`src/rtl/uart_flow_ctl.sv`:
```
module uart_flow_ctl #(
  parameter int LVL_W      = 8,
  parameter int THR_W      = 4,
  parameter int STEP_SHIFT = 3,
  parameter int CHAR_W     = 8
) (
  input  logic              clk,
  input  logic              rst_n,
  input  logic [LVL_W-1:0]  rx_level,
  input  logic [THR_W-1:0]  halt_thr,
  input  logic [THR_W-1:0]  resume_thr,
  input  logic              hw_flow_en,
  input  logic              rts_manual,
  input  logic              rts_clk_sel,
  input  logic              baud_clk,
  input  logic              sw_flow_en,
  input  logic [CHAR_W-1:0] xon_char,
  input  logic [CHAR_W-1:0] xoff_char,
  input  logic              rx_word_valid,
  input  logic [CHAR_W-1:0] rx_word,
  input  logic              tx_disable,
  input  logic              tx_char_boundary,
  output logic              rts_out,
  output logic              tx_enable
);
  localparam int CMP_W = (LVL_W > THR_W + STEP_SHIFT) ? LVL_W : THR_W + STEP_SHIFT;

  logic [CMP_W-1:0] level_w, halt_words, resume_words;
  logic             rts_halted, tx_paused;
  logic             is_xoff, is_xon;

  assign level_w      = CMP_W'(rx_level);
  assign halt_words   = CMP_W'(halt_thr) << STEP_SHIFT;
  assign resume_words = CMP_W'(resume_thr) << STEP_SHIFT;

  always_ff @(posedge clk or negedge rst_n) begin
    if (!rst_n)
      rts_halted <= 1'b0;
    else if (!hw_flow_en)
      rts_halted <= 1'b0;
    else if (level_w >= halt_words)
      rts_halted <= 1'b1;
    else if (level_w <= resume_words)
      rts_halted <= 1'b0;
  end

  assign rts_out = rts_clk_sel ? baud_clk :
                   hw_flow_en  ? ~rts_halted : rts_manual;

  assign is_xoff = rx_word_valid && (rx_word == xoff_char);
  assign is_xon  = rx_word_valid && (rx_word == xon_char);

  always_ff @(posedge clk or negedge rst_n) begin
    if (!rst_n)
      tx_paused <= 1'b0;
    else if (!sw_flow_en)
      tx_paused <= 1'b0;
    else if (is_xoff)
      tx_paused <= 1'b1;
    else if (is_xon)
      tx_paused <= 1'b0;
  end

  always_ff @(posedge clk or negedge rst_n) begin
    if (!rst_n)
      tx_enable <= 1'b1;
    else if (tx_char_boundary)
      tx_enable <= ~tx_paused & ~tx_disable;
  end
endmodule

```
`config.mk`:
```
export PLATFORM = sky130hd
export DESIGN_NAME = uart_flow_ctl
export DESIGN_NICKNAME = d
export VERILOG_FILES = /design/src/rtl/uart_flow_ctl.sv
export SDC_FILE = /design/constraint.sdc
export NUM_CORES = 1
export LEC_CHECK = 0
export ABC_AREA = 1
export BUFFER_PORTS_ARGS = -buffer_cell sky130_fd_sc_hd__buf_4
export CAP_MARGIN = 10
export CORE_MARGIN = 2
export CORE_UTILIZATION = 38
export DETAILED_ROUTE_END_ITERATION = 12
export PLACE_DENSITY = 0.78
export SYNTH_ARGS = -nofsm -noshare
export SYNTH_HDL_FRONTEND = slang
export SYNTH_SLANG_ARGS = --single-unit
```
`constraint.sdc`:
```
create_clock -name clk -period 1 [get_ports clk]
set_clock_uncertainty 0.05 [all_clocks]
set_input_delay 0.05 -clock clk [delete_from_list [all_inputs] [get_ports clk]]
set_output_delay 0.05 -clock clk [all_outputs]
set_load 0.02 [all_outputs]
```
==> results.json <==
{
  "start_util_pct": 41.89,
  "port_buffers": 51,
  "gp_congestion": 0.7961,
  "status": "complete, but fails checks",
  "cpPeakStageDelay_ns": 0.36,
  "drive_gt1_share_pct": 38.98,
  "vdd_drop_max_mv": 0.4645,
  "timing.final.crit_period_ns": 1.093,
  "fin_util_pct": 73.27,
  "netlist.area_leader.share_pct": 20.11,
  "synthTopCellsByArea": "nand2_1 20%, inv_1 19%, ha_1 15%",
  "clk_pin_slew_ns": 0.04,
  "ys_seq_elements": 3,
  "drc": 0,
  "path_cells": "inv_2, nand2_2, a22oi_2, buf_6",
  "synth_fa_ha_area_share_pct": 15.33,
  "slowest_stage": "dfrtp_1",
  "arrival_ns": 0.99,
  "max_slew.worst_pin.slew_ns": 0.2236,
  "syn_inst": 119,
  "rsz0062_at_grt": "yes",
  "worstHoldPathType": "in -> reg",
  "timing.max_cap.violations": 0,
  "die-area_um2": 2066,
  "core_area_um2": 1559,
  "viasPerCell": 4.648,
  "antenna_found_initial": 0,
  "timing.final.ws_setup_ns": -0.09307,
  "end_kind": "primary output",
  "vias": 897,
  "synth_xor_area_share_pct": 4.023,
  "clock_latency_ns": 0.23,
  "slew_violations": 0,
  "cts_sinks": 3,
  "synth_compound_area_share_pct": 9.962,
  "worst_hold_slack_ns": 0.01495,
  "tns_ns": -0.1349,
  "io-pin-count": 52,
  "diodes": 0,
  "synth_nets": 177,
  "routedWlPerCell_um": 9.741,
  "post_synth_num_cell_types": 21,
  "die_height_um": 45.46,
  "path_class": "reg -> out",
  "fmax_ghz": 0.9149,
  "slew_headroom_pct": 84.94,
  "place_ws_ns": -0.1913,
  "grt_max_degree": 5,
  "antenna_left": 0,
  "cp-start-kind": "flop",
  "avgSynthCellArea_um2": 5.488,
  "fill_cells": 151,
  "setup_viol": 2,
  "finalHoldViolCount": 0,
  "p_per_area_nw_per_um2": 656.7,
  "yosysWarningCount": 0,
  "cts_buffers": 3,
  "first_iter_violations": 8,
  "root_buffer": "clkbuf_4",
  "cts_buffer_depth": 2,
  "die_x_um": 45.46,
  "h-tree-depth": 1,
  "finalNetCount": 236,
  "cts_tree": "built",
  "grt_pass1_wl_mm": 2.967,
  "first_global_vias": 872,
  "synth.cell_area_um2": 653.1,
  "synth-simple-area-share_pct": 37.74,
  "rows": 14,
  "cp_max_fo": 2,
  "fin_crit_sh_pct": 109.3,
  "synth_top_family_by_area": "simple AND/OR/NAND/NOR gates",
  "grt_overflow": 0,
  "first_pass_iters": 4,
  "dp_hpwl_mm": 1.561,
  "ys_seq_area_share_pct": 11.69,
  "violations": "negative setup slack",
  "yosysTopAreaCell": "nand2_1",
  "grt_usage_pct": 19.27,
  "routed_wl_mm": 1.880,
  "required_ns": 0.90,
  "area_delta_synth_final_pct": 74.90,
  "p_leak_nw": 0.7073,
  "synth_mux_area_share_pct": 1.724
}
cells in the final DEF, fill, tap and decap left out:
master / synthesis / routed
clkbuf_1: 0 / 1
xnor2_1: 2 / 2
a21oi_1: 5 / 5
o21ai_1: 0 / 1
nor3_2: 1 / 2
o21ai_0: 2 / 1
dfrtp_1: 2 / 2
a22oi_2: 0 / 1
inv_1: 33 / 32
a21oi_2: 1 / 1
ha_1: 8 / 8
buf_6: 0 / 2
xor2_1: 1 / 1
o22ai_1: 1 / 1
nand4_1: 3 / 3
mux2_2: 1 / 1
clkbuf_4: 0 / 3
dfstp_2: 1 / 1
nand3_1: 4 / 3
nand3_2: 0 / 1
inv_2: 1 / 2
nand2_2: 1 / 2
nor3_1: 3 / 2
nor2_2: 0 / 3
nor2_1: 12 / 9
nand2_1: 35 / 34
o211ai_1: 1 / 1
buf_4: 0 / 50
dlygate4sd3_1: 0 / 2
critical path, delay by kind of cell, from the launching register on:
kind,cells,cell delay [ns]
AO/OA/AOI/OAI,1,0.14
buffers and inverters,2,0.21
flip-flops,1,0.36
AND/OR/NAND/NOR,1,0.05
final cells by class:
| type | instances | area, µm² | area share (%) |
|---|---|---|---|
| sequential | 3 | 76.32 | 6.681 |
| tap | 16 | 20.02 | 1.752 |
| inverter | 34 | 127.6 | 11.17 |
| timing repair buffer | 54 | 417.9 | 36.58 |
| multi-input combinational | 82 | 474.2 | 41.51 |
| clock buffer | 4 | 26.28 | 2.300 |
path summary, 6_finish.rpt:
kind | slack, ns | depth (start not counted) | endpoint | startpoint
worst min-delay path | 0.01 | 2 | tx_enable$_DFFE_PN1P_ | tx_char_boundary
min in group asynchronous | 0.11 | 2 | tx_paused$_DFFE_PN0P_ | rst_n
worst min register to register | 0.48 | 2 | tx_paused$_DFFE_PN0P_ | tx_paused$_DFFE_PN0P_
worst max-delay path | -0.09 | 4 | rts_out | rts_halted$_DFFE_PN0P_
worst max register to register | 0.11 | 5 | rts_halted$_DFFE_PN0P_ | rts_halted$_DFFE_PN0P_
max in group asynchronous | 0.60 | 2 | tx_enable$_DFFE_PN1P_ | rst_n
registers in the layout (all words and copies together) (netlist names):
signal / count
tx_enable: 1
tx_paused: 1
rts_halted: 1
per-stage QoR:
step | std cells | total power [mW] | instance area [µm²]
3_3_place_gp | 186 | 0.4961 | 1056
4_1_cts | 193 | 0.7396 | 1110
6_report | 193 | 0.7502 | 1142
5_1_grt | 193 | 0.8211 | 1142
3_5_place_dp | 186 | 0.5069 | 1056
2_1_floorplan | 119 | 0.2966 | 653.1
synthesized netlist by cell type:
master and n:
mux2_2 1, inv_1 33, ha_1 8, o211ai_1 1
xor2_1 1, dfstp_2 1, a21oi_1 5, nand2_2 1
xnor2_1 2, inv_2 1, o22ai_1 1, nor3_2 1
dfrtp_1 2, o21ai_0 2, nor3_1 3, nand2_1 35
a22oi_1 1, nand3_1 4, nand4_1 3, a21oi_2 1
nor2_1 12
metal layers:
metal | GRT usage [%] | routed length [µm] | up-vias
met2 | 40.00 | 1045 | 40
met4 | 7.059 | 0 | 0
met3 | 2.778 | 119 | 0
met1 | 18.16 | 715 | 381
met5 | 0 | 0 | -
li1 | - | - | 476
where the power goes:
part           switching [mW]  internal (mW)  leakage (nW)
Clock                  0.0608          0.149        0.0150
Sequential            0.00461          0.133        0.0367
Combinational           0.173          0.229         0.656
Total                   0.238          0.512         0.707
kinds of logic after synthesis:
group / count (synthesis)
and+or+nand+nor: 59
buffers and inverters: 34
AOI/OAI and AO/OA: 11
muxes: 1
xor gates and xnor gates: 3
adders and majority gates: 8
DFF: 3
timing repair:
action / 4_1_cts / 5_1_grt
setup buffers: 1 / 0
resized for setup: 0 / 11
hold endpoints to repair: 4 / 0
hold buffers: 2 / 0
pin swaps: 1 / 1
endpoints found under the setup margin: 1 / 3
cloned: 0 / 0
Power figures use the tool's default switching activity.
